===== src/rtl/chg_pkg.sv =====
package chg_pkg;

    typedef enum logic [3:0] {
        ST_IDLE    = 4'd0,
        ST_PROBE   = 4'd1,
        ST_TRICKLE = 4'd2,
        ST_PRECHG  = 4'd3,
        ST_FAST_CC = 4'd4,
        ST_FAST_CV = 4'd5,
        ST_DONE    = 4'd6,
        ST_DEAD    = 4'd7,
        ST_FAULT   = 4'd8
    } chg_state_e;

    typedef enum logic [1:0] {
        ISET_OFF   = 2'd0,
        ISET_SMALL = 2'd1,
        ISET_PRE   = 2'd2,
        ISET_FAST  = 2'd3
    } iset_e;

    typedef struct packed {
        logic batt_ok;
        logic v_dead;
        logic v_trk;
        logic v_boot;
        logic v_ovp;
        logic i_ocp;
        logic t_ok;
        logic v_cv;
        logic i_taper;
    } meas_flags_t;

endpackage


===== src/rtl/chg_presence_qual.sv =====
module chg_presence_qual #(
    parameter int unsigned QUAL_TICKS = 10
) (
    input  logic clk,
    input  logic rst_n,
    input  logic chg_in_ok,
    input  logic tick,
    output logic qualified
);
    localparam int unsigned CNT_W = $clog2(QUAL_TICKS + 2);
    localparam logic [CNT_W-1:0] CNT_MAX = CNT_W'(QUAL_TICKS + 1);

    typedef struct packed {
        logic [CNT_W-1:0] cnt;
    } qual_regs_t;

    qual_regs_t r_d, r_q;

    always_comb begin
        r_d = r_q;
        if (!chg_in_ok) begin
            r_d.cnt = '0;
        end else if (tick && (r_q.cnt != CNT_MAX)) begin
            r_d.cnt = r_q.cnt + 1'b1;
        end
    end

    always_ff @(posedge clk or negedge rst_n) begin
        if (!rst_n) begin
            r_q <= '0;
        end else begin
            r_q <= r_d;
        end
    end

    assign qualified = (r_q.cnt == CNT_MAX);

endmodule


===== src/rtl/chg_meas_eval.sv =====
module chg_meas_eval
    import chg_pkg::*;
#(
    parameter int unsigned ADC_W      = 8,
    parameter int unsigned V_DEAD     = 20,
    parameter int unsigned V_TRICKLE  = 60,
    parameter int unsigned V_BOOT     = 124,
    parameter int unsigned V_OVP      = 176,
    parameter int unsigned I_TAPER    = 10,
    parameter int unsigned I_OCP      = 200,
    parameter int unsigned T_LO       = 40,
    parameter int unsigned T_HI       = 90,
    parameter int unsigned THERM_OPEN = 240
) (
    input  logic             clk,
    input  logic             rst_n,
    input  logic             meas_valid,
    input  logic [ADC_W-1:0] vbat_code,
    input  logic [ADC_W-1:0] ibat_code,
    input  logic [ADC_W-1:0] temp_code,
    input  logic [ADC_W-1:0] therm_code,
    input  logic [ADC_W-1:0] cv_target,
    output meas_flags_t      flags,
    output logic             flags_vld
);
    localparam logic [ADC_W-1:0] V_DEAD_C  = ADC_W'(V_DEAD);
    localparam logic [ADC_W-1:0] V_TRK_C   = ADC_W'(V_TRICKLE);
    localparam logic [ADC_W-1:0] V_BOOT_C  = ADC_W'(V_BOOT);
    localparam logic [ADC_W-1:0] V_OVP_C   = ADC_W'(V_OVP);
    localparam logic [ADC_W-1:0] I_TAPER_C = ADC_W'(I_TAPER);
    localparam logic [ADC_W-1:0] I_OCP_C   = ADC_W'(I_OCP);
    localparam logic [ADC_W-1:0] T_LO_C    = ADC_W'(T_LO);
    localparam logic [ADC_W-1:0] T_HI_C    = ADC_W'(T_HI);
    localparam logic [ADC_W-1:0] TH_OPEN_C = ADC_W'(THERM_OPEN);

    typedef struct packed {
        meas_flags_t f;
        logic        vld;
    } eval_regs_t;

    eval_regs_t  r_d, r_q;
    meas_flags_t cmp;

    always_comb begin
        cmp.batt_ok = (therm_code < TH_OPEN_C);
        cmp.v_dead  = (vbat_code < V_DEAD_C);
        cmp.v_trk   = (vbat_code > V_TRK_C);
        cmp.v_boot  = (vbat_code > V_BOOT_C);
        cmp.v_ovp   = (vbat_code > V_OVP_C);
        cmp.i_ocp   = (ibat_code > I_OCP_C);
        cmp.t_ok    = (temp_code >= T_LO_C) && (temp_code <= T_HI_C);
        cmp.v_cv    = (vbat_code >= cv_target);
        cmp.i_taper = (ibat_code < I_TAPER_C);

        r_d     = r_q;
        r_d.vld = meas_valid;
        if (meas_valid) begin
            r_d.f = cmp;
        end
    end

    always_ff @(posedge clk or negedge rst_n) begin
        if (!rst_n) begin
            r_q <= '0;
        end else begin
            r_q <= r_d;
        end
    end

    assign flags     = r_q.f;
    assign flags_vld = r_q.vld;

endmodule


===== src/rtl/chg_mode_fsm.sv =====
module chg_mode_fsm
    import chg_pkg::*;
(
    input  logic        clk,
    input  logic        rst_n,
    input  logic        chg_in_ok,
    input  logic        pres_qual,
    input  logic        sw_start,
    input  meas_flags_t flags,
    input  logic        flags_vld,
    output logic [3:0]  status,
    output logic [1:0]  iset_code,
    output logic        cv_en,
    output logic        chg_en
);
    typedef struct packed {
        chg_state_e st;
    } fsm_regs_t;

    fsm_regs_t r_d, r_q;
    logic      limit_hit;
    iset_e     iset;

    always_comb begin
        limit_hit = flags.v_ovp || flags.i_ocp || !flags.t_ok;
        r_d = r_q;
        if (!chg_in_ok) begin
            r_d.st = ST_IDLE;
        end else if (flags_vld) begin
            unique case (r_q.st)
                ST_IDLE: begin
                    if (flags.batt_ok) r_d.st = ST_PROBE;
                end
                ST_PROBE: begin
                    if (!flags.batt_ok)   r_d.st = ST_IDLE;
                    else if (flags.v_dead) r_d.st = ST_DEAD;
                    else                   r_d.st = ST_TRICKLE;
                end
                ST_TRICKLE: begin
                    if (!flags.batt_ok)   r_d.st = ST_IDLE;
                    else if (flags.v_trk) r_d.st = ST_PRECHG;
                end
                ST_PRECHG: begin
                    if (!flags.batt_ok) r_d.st = ST_IDLE;
                    else if (flags.v_boot && pres_qual && sw_start) r_d.st = ST_FAST_CC;
                end
                ST_FAST_CC: begin
                    if (!flags.batt_ok)   r_d.st = ST_IDLE;
                    else if (limit_hit)   r_d.st = ST_FAULT;
                    else if (flags.v_cv)  r_d.st = ST_FAST_CV;
                end
                ST_FAST_CV: begin
                    if (!flags.batt_ok)     r_d.st = ST_IDLE;
                    else if (limit_hit)     r_d.st = ST_FAULT;
                    else if (flags.i_taper) r_d.st = ST_DONE;
                end
                default: r_d.st = r_q.st;
            endcase
        end
    end

    always_ff @(posedge clk or negedge rst_n) begin
        if (!rst_n) begin
            r_q.st <= ST_IDLE;
        end else begin
            r_q <= r_d;
        end
    end

    always_comb begin
        unique case (r_q.st)
            ST_PROBE, ST_TRICKLE:   iset = ISET_SMALL;
            ST_PRECHG:              iset = ISET_PRE;
            ST_FAST_CC, ST_FAST_CV: iset = ISET_FAST;
            default:                iset = ISET_OFF;
        endcase
    end

    assign status    = r_q.st;
    assign iset_code = iset;
    assign cv_en     = (r_q.st == ST_FAST_CV);
    assign chg_en    = (iset != ISET_OFF);

endmodule


===== src/rtl/cell_charge_sequencer.sv =====
module cell_charge_sequencer
    import chg_pkg::*;
#(
    parameter int unsigned ADC_W      = 8,
    parameter int unsigned QUAL_TICKS = 10,
    parameter int unsigned V_DEAD     = 20,
    parameter int unsigned V_TRICKLE  = 60,
    parameter int unsigned V_BOOT     = 124,
    parameter int unsigned V_OVP      = 176,
    parameter int unsigned I_TAPER    = 10,
    parameter int unsigned I_OCP      = 200,
    parameter int unsigned T_LO       = 40,
    parameter int unsigned T_HI       = 90,
    parameter int unsigned THERM_OPEN = 240
) (
    input  logic             clk,
    input  logic             rst_n,
    input  logic             tick,
    input  logic             chg_in_ok,
    input  logic             sw_start,
    input  logic             meas_valid,
    input  logic [ADC_W-1:0] vbat_code,
    input  logic [ADC_W-1:0] ibat_code,
    input  logic [ADC_W-1:0] temp_code,
    input  logic [ADC_W-1:0] therm_code,
    input  logic [ADC_W-1:0] cv_target,
    output logic             chg_en,
    output logic             cv_en,
    output logic [1:0]       iset_code,
    output logic [3:0]       status
);
    logic        pres_qual;
    meas_flags_t flags;
    logic        flags_vld;

    chg_presence_qual #(
        .QUAL_TICKS(QUAL_TICKS)
    ) u_qual (
        .clk       (clk),
        .rst_n     (rst_n),
        .chg_in_ok (chg_in_ok),
        .tick      (tick),
        .qualified (pres_qual)
    );

    chg_meas_eval #(
        .ADC_W     (ADC_W),
        .V_DEAD    (V_DEAD),
        .V_TRICKLE (V_TRICKLE),
        .V_BOOT    (V_BOOT),
        .V_OVP     (V_OVP),
        .I_TAPER   (I_TAPER),
        .I_OCP     (I_OCP),
        .T_LO      (T_LO),
        .T_HI      (T_HI),
        .THERM_OPEN(THERM_OPEN)
    ) u_eval (
        .clk        (clk),
        .rst_n      (rst_n),
        .meas_valid (meas_valid),
        .vbat_code  (vbat_code),
        .ibat_code  (ibat_code),
        .temp_code  (temp_code),
        .therm_code (therm_code),
        .cv_target  (cv_target),
        .flags      (flags),
        .flags_vld  (flags_vld)
    );

    chg_mode_fsm u_fsm (
        .clk       (clk),
        .rst_n     (rst_n),
        .chg_in_ok (chg_in_ok),
        .pres_qual (pres_qual),
        .sw_start  (sw_start),
        .flags     (flags),
        .flags_vld (flags_vld),
        .status    (status),
        .iset_code (iset_code),
        .cv_en     (cv_en),
        .chg_en    (chg_en)
    );

endmodule


===== config.mk =====
export PLATFORM = sky130hd
export DESIGN_NAME = cell_charge_sequencer
export DESIGN_NICKNAME = d
export VERILOG_FILES = /design/src/rtl/chg_pkg.sv /design/src/rtl/chg_presence_qual.sv /design/src/rtl/chg_meas_eval.sv /design/src/rtl/chg_mode_fsm.sv /design/src/rtl/cell_charge_sequencer.sv
export SDC_FILE = /design/constraint.sdc
export NUM_CORES = 1
export LEC_CHECK = 0
export BUFFER_PORTS_ARGS = -buffer_cell sky130_fd_sc_hd__buf_2
export CELL_PAD_IN_SITES_DETAIL_PLACEMENT = 1
export CELL_PAD_IN_SITES_GLOBAL_PLACEMENT = 2
export CORE_MARGIN = 2
export CORE_UTILIZATION = 29
export CTS_BUF_LIST = sky130_fd_sc_hd__clkbuf_4
export CTS_CLUSTER_DIAMETER = 150
export CTS_CLUSTER_SIZE = 8
export DETAILED_ROUTE_END_ITERATION = 6
export GPL_TIMING_DRIVEN = 0
export PLACE_DENSITY = 0.94
export SLEW_MARGIN = 20
export SYNTH_ARGS = -nofsm -noshare
export SYNTH_HDL_FRONTEND = slang
export SYNTH_SLANG_ARGS = --single-unit

===== constraint.sdc =====
create_clock -name clk -period 2.1 [get_ports clk]
set_input_delay 0.315 -clock clk [delete_from_list [all_inputs] [get_ports clk]]
set_output_delay 0.315 -clock clk [all_outputs]
set_load 0.1 [all_outputs]

# ---- Word-level counts from Yosys, hierarchy flattened
# Index checks and enable logic that the tools add are counted.
dict set report totals {
  romBits 0
  latch_bits 0
  ram_bits 0
  inputBits 46
  mem_count 0
  register_bits 18
  out_inout_bits 8
}
dict set report op_classes {
  reduce_logical 12
  n_shift 0
  eq_ne 15
  div 0
  n_lt_le_gt_ge 10
  n_bitwise 0
  addsub 1
  mul 0
  mux 19
}
# cell n
set ops {}
lappend ops {{2-to-1 mux 4 bit} 16}
lappend ops {{one-hot mux 4 bit (6 select lines)} 1}
lappend ops {{greater-than comparator 8 bit (second input constant)} 2}
lappend ops {{!= test 5 x 4 -> 1 bit (second input constant)} 2}
lappend ops {{== test 4 x 2 -> 1 bit (second input constant)} 2}
lappend ops {{== test 4 x 3 -> 1 bit (second input constant)} 2}
lappend ops {{greater-or-equal comparator 8 x 6 -> 1 bit (second input constant)} 1}
lappend ops {{greater-or-equal comparator 8 bit} 1}
lappend ops {{greater-than comparator 8 x 6 -> 1 bit (second input constant)} 1}
lappend ops {{greater-than comparator 8 x 7 -> 1 bit (second input constant)} 1}
lappend ops {{<= comparator 8 x 7 -> 1 bit (second input constant)} 1}
lappend ops {{< comparator 8 x 4 -> 1 bit (second input constant)} 1}
lappend ops {{< comparator 8 x 5 -> 1 bit (second input constant)} 1}
lappend ops {{< comparator 8 bit (second input constant)} 1}
lappend ops {{!= test 4 bit (second input constant)} 2}
lappend ops {{!= test 7 x 1 -> 1 bit (second input constant)} 1}
lappend ops {{AND reduction 7 bit} 1}
lappend ops {{one-hot mux 2 bit (3 select lines)} 1}
lappend ops {{adder 4 x 1 -> 4 bit (second input constant)} 1}
lappend ops {{== test 4 x 1 -> 1 bit (second input constant)} 1}
lappend ops {{== test 4 bit (second input constant)} 1}
lappend ops {{logical AND 1 bit} 4}
lappend ops {{zero test 4 bit} 1}
lappend ops {{!= test 2 x 1 -> 1 bit (second input constant)} 2}
lappend ops {{7 further kinds} 9}

# ---- Longest topological paths before layout
dict set report depth {
  depth_word 8
  mapped_depth 7
  ltp_nobuf 7
}

# ---- Modules after synthesis
# Synthesis repeated with hierarchy kept, for this count alone.
dict set report hier_totals {
  cells_unflattened 150
  hier_area_um2 1342.5
}
# module cells_each instances area_per_inst_um2
set modules_own_cells {}
lappend modules_own_cells {chg_meas_eval 75 1 673.1}
lappend modules_own_cells {chg_mode_fsm 54 1 444.2}
lappend modules_own_cells {chg_presence_qual 21 1 225.2}

# ---- Least setup slack after synthesis
# Ideal clock, no wire load.
dict set report synth_timing {
  path_type {register -> output}
  start {register u_fsm.r_q, in the netlist u_fsm.status[2]}
  end {output cv_en}
  n_path_buf 1
  slack_ps -1658
  arrival_ps 3443
  stages_incl_launch_ff 4
  path_cell_list {dfrtp_1 -> buf_6 -> nand2_1 -> nor3b_1}
}
dict set report synth_via {
  elab_chain_cells 1
}
# item line
set synth_rtl {}
lappend synth_rtl {{start, declared} chg_mode_fsm.sv:20} ;# fsm_regs_t r_d, r_q;
lappend synth_rtl {{start signal, assigned} chg_mode_fsm.sv:66} ;# r_q <= r_d;
lappend synth_rtl {{== test 4 x 3 -> 1 bit} chg_mode_fsm.sv:81} ;# assign cv_en = (r_q.st == ST_FAST_CV);
lappend synth_rtl {{end, declared} cell_charge_sequencer.sv:28} ;# output logic cv_en,
# Every way passes these cells.

# ---- Worst setup path after layout
dict set report layout_timing {
  start {register u_fsm.r_q, in the netlist u_fsm.status[1]}
  end {output cv_en}
}
# Same word-level chain as after synthesis.

==> results.yml <==
global_route:
  grt_pass1_vias: 1417
  grt_max_degree: 19
  grt_antenna_before_repair: 0
  grt_pass1_wl_um: 6140
  grt.total_usage_pct: 15.2
  overflow: 0
timing:
  setup_viol: 0
  finalHoldViolations: 0
  fin_crit_ps: 2040
  report.final.slew_viol_count: 0
  fin_worst_skew_ps: 1.86
  fmax_ghz: 0.491
  tns_ps: 0
  hold_slack_ps: 132
  rsz0062_at_grt: "false"
  worstMarginPinSlew_ps: 489
  relSlewSlack_pct: 67.6
  post-route-period-util_pct: 97.1
flow_run:
  max_cap_violations: 0
setup_path:
  startpoint_type: "flop"
  worstPathRequired_ps: 1780
  reg2reg_setup_slack_ps: 500
  cp_max_fo: 10
  crit_arrival_ps: 1720
  rr_startpoint: "u_fsm.status[2]"
  rr_worst_depth: 6
  r2r-end: "u_fsm.status[0]"
  critPathKind: "reg -> out"
  end_kind: "output pin"
routing:
  drtPass1Iterations: 4
  avgRoutedWirePerCell_um: 13.4
  drc_errors: 0
  wirelength_um: 3410
  postRouteAntennaNets: 0
  vias: 1272
  first_iter_violations: 61
  via_per_inst: 4.99
floorplanning:
  io_pins: 54
  die-area_um2: 4930
  core_um2: 4290
  die_w_um: 70.2
  die_y_um: 70.2
  initial_core_util_pct: 29.6
  fp-row-count: 24
clocking:
  cts_root_buffer: "clkbuf_4"
  clk_latency_ps: 290
  clockBufferDepth: 2
  cts_buffers: 3
  h-tree-depth: 1
  clock_sinks: 18
  post_cts_buffers: 0
  clk_pin_slew_ps: 110
  cts_tree: "yes"
pwr:
  power_density_nw_per_um2: 544
  vdd_drop_max_mv: 0.199
  p_leak_nw: 0.809
final_layout:
  layout_commonest_cell: "buf_2"
  final_cell_mix: "buf_2, dfrtp_1, inv_1, nand3_1, nor2_1"
  drive_gt1_share_pct: 35.5
  diodes: 0
  seqCellArea_um2: 460
  multi_input_area_um2: 773
  num-nets-final: 259
  fillerInstances: 549
  final_core_utilization_pct: 39.3
  synthToLayoutAreaGrowth_pct: 32.7
logic_synthesis:
  postSynthAreaPerCell_um2: 8.53
  synth_area_leaders: "dfrtp_1, ha_1, nand3_1"
  ys_warn_count: 0
  yosys.cell_types.count: 38
  syn-num-nets: 204
  synth-seq-cells: 18
  synth-seq-area-share_pct: 35.4
  netlist_area_um2: 1270
  yosysTopAreaCell: "dfrtp_1"
  synth.top_cell.area_share_pct: 35.4
  syn_inst: 149
min_path:
  hold_path_end: "u_eval.flags_vld"
  hp-start: "meas_valid"
  hold_depth: 1
  hp-class: "in -> reg"
place:
  gp_congestion: 0.791
  portBuffers: 49
  dpl.hpwl_um: 2760
status:
  status: "finished, final reports clean"
## how the worst max path moves through the flow
stage,startpoint,to,slack [ps],cells past startpoint
CTS,u_fsm.status[1],cv_en,50,5
global placement,u_fsm.status[1],chg_en,300,4
finish,u_fsm.status[1],cv_en,60,5
global route,u_fsm.status[2],iset_code[0],10,5
detailed placement,u_fsm.status[1],chg_en,290,4
floorplan,u_fsm.status[1],cv_en,3,4
## synthesized netlist by cell type
cell type / count
nor2_1: 13
nor3b_1: 1
a21o_1: 3
and4bb_1: 1
inv_1: 14
mux2i_1: 1
o21ai_1: 3
clkbuf_1: 2
nand3b_1: 1
a21boi_0: 1
nor4_1: 2
buf_6: 3
o21ai_0: 8
o31ai_1: 2
o2111ai_1: 1
a21oi_1: 9
and2_1: 2
o211ai_1: 4
o211ai_2: 1
and2b_1: 1
nor3b_2: 2
nand4_1: 2
nor3_1: 6
xnor2_1: 2
a221oi_1: 1
and4_1: 2
nor2b_1: 2
ha_1: 9
o21a_1: 1
o22ai_1: 2
nand2b_1: 1
nand2_1: 10
nand3_1: 12
mux2_2: 2
dfrtp_1: 18
buf_4: 1
nand4b_1: 1
a31oi_1: 2
## repair_timing
| action | CTS | global route |
|---|---|---|
| endpoints found under the hold margin | 18 | 0 |
| endpoints found under the setup margin | 3 | 0 |
| gates resized for setup | 2 | 0 |
| hold buffers | 1 | 0 |
## critical path, cell delays in order (launching register included)
cell and delay, ps:
dfrtp_4 510, buf_6 150, inv_4 80, nand2_4 70, nor3b_4 170, buf_2 440
## kinds of logic (layout without fill, tap and decap cells)
| logic type | count (synthesis) | after routing | synth area share [%] |
|---|---|---|---|
| compound gates | 38 | 38 | 18.7 |
| mux | 3 | 3 | 2.56 |
| fa+ha+maj | 9 | 9 | 8.86 |
| flops | 18 | 18 | 35.4 |
| simple gates | 59 | 59 | 25.1 |
| buf+inv | 20 | 74 | 7.97 |
| xor+xnor | 2 | 2 | 1.38 |
## cell type report
cell class | instances | share of cell area [%]
plain buffers | 6 | 2.89
clock buffers | 3 | 1.34
clock inverters | 1 | 0.223
inverters | 14 | 3.26
multi-input cells | 111 | 45.8
flip-flops and latches | 18 | 27.3
well taps | 52 | 3.86
repair buffers | 50 | 15.3
## report_power, final
group | leakage [nW] | switching (W) | internal, W
registers | 0.224 | 0.0000218 | 0.000372
logic | 0.570 | 0.000225 | 0.000117
clock network | 0.0154 | 0.000112 | 0.0000692
total | 0.809 | 0.000359 | 0.000558
## routing by layer
layer | vias up | part of all wire [%] | routed length (um) | track usage (%)
met5 | - | 0 | 0 | 0
met4 | 0 | 0.91 | 31 | 4.27
met3 | 5 | 3.3 | 111 | 2.02
met2 | 28 | 51 | 1750 | 27.0
met1 | 596 | 45 | 1520 | 19.2
li1 | 643 | - | - | -
## metrics by stage
| stage | std cells | area [um^2] | power, W | setup WS (ps) |
|---|---|---|---|---|
| after floorplan | 149 | 1330 | 0.000640 | 2.54 |
| after global placement | 250 | 1640 | 0.000731 | 305 |
| after detailed placement | 250 | 1640 | 0.000741 | 294 |
| after CTS | 255 | 1690 | 0.000926 | 53.0 |
| after global routing | 255 | 1690 | 0.000977 | 11.5 |
| final | 255 | 1690 | 0.000917 | 61.3 |
## state kept, by name, summed over array words and instances, names as in the netlist
register	flops
u_eval.flags_vld	1
u_fsm.status	4
u_qual.r_q	4
u_eval.flags	9
Power figures use the tool's default switching activity.
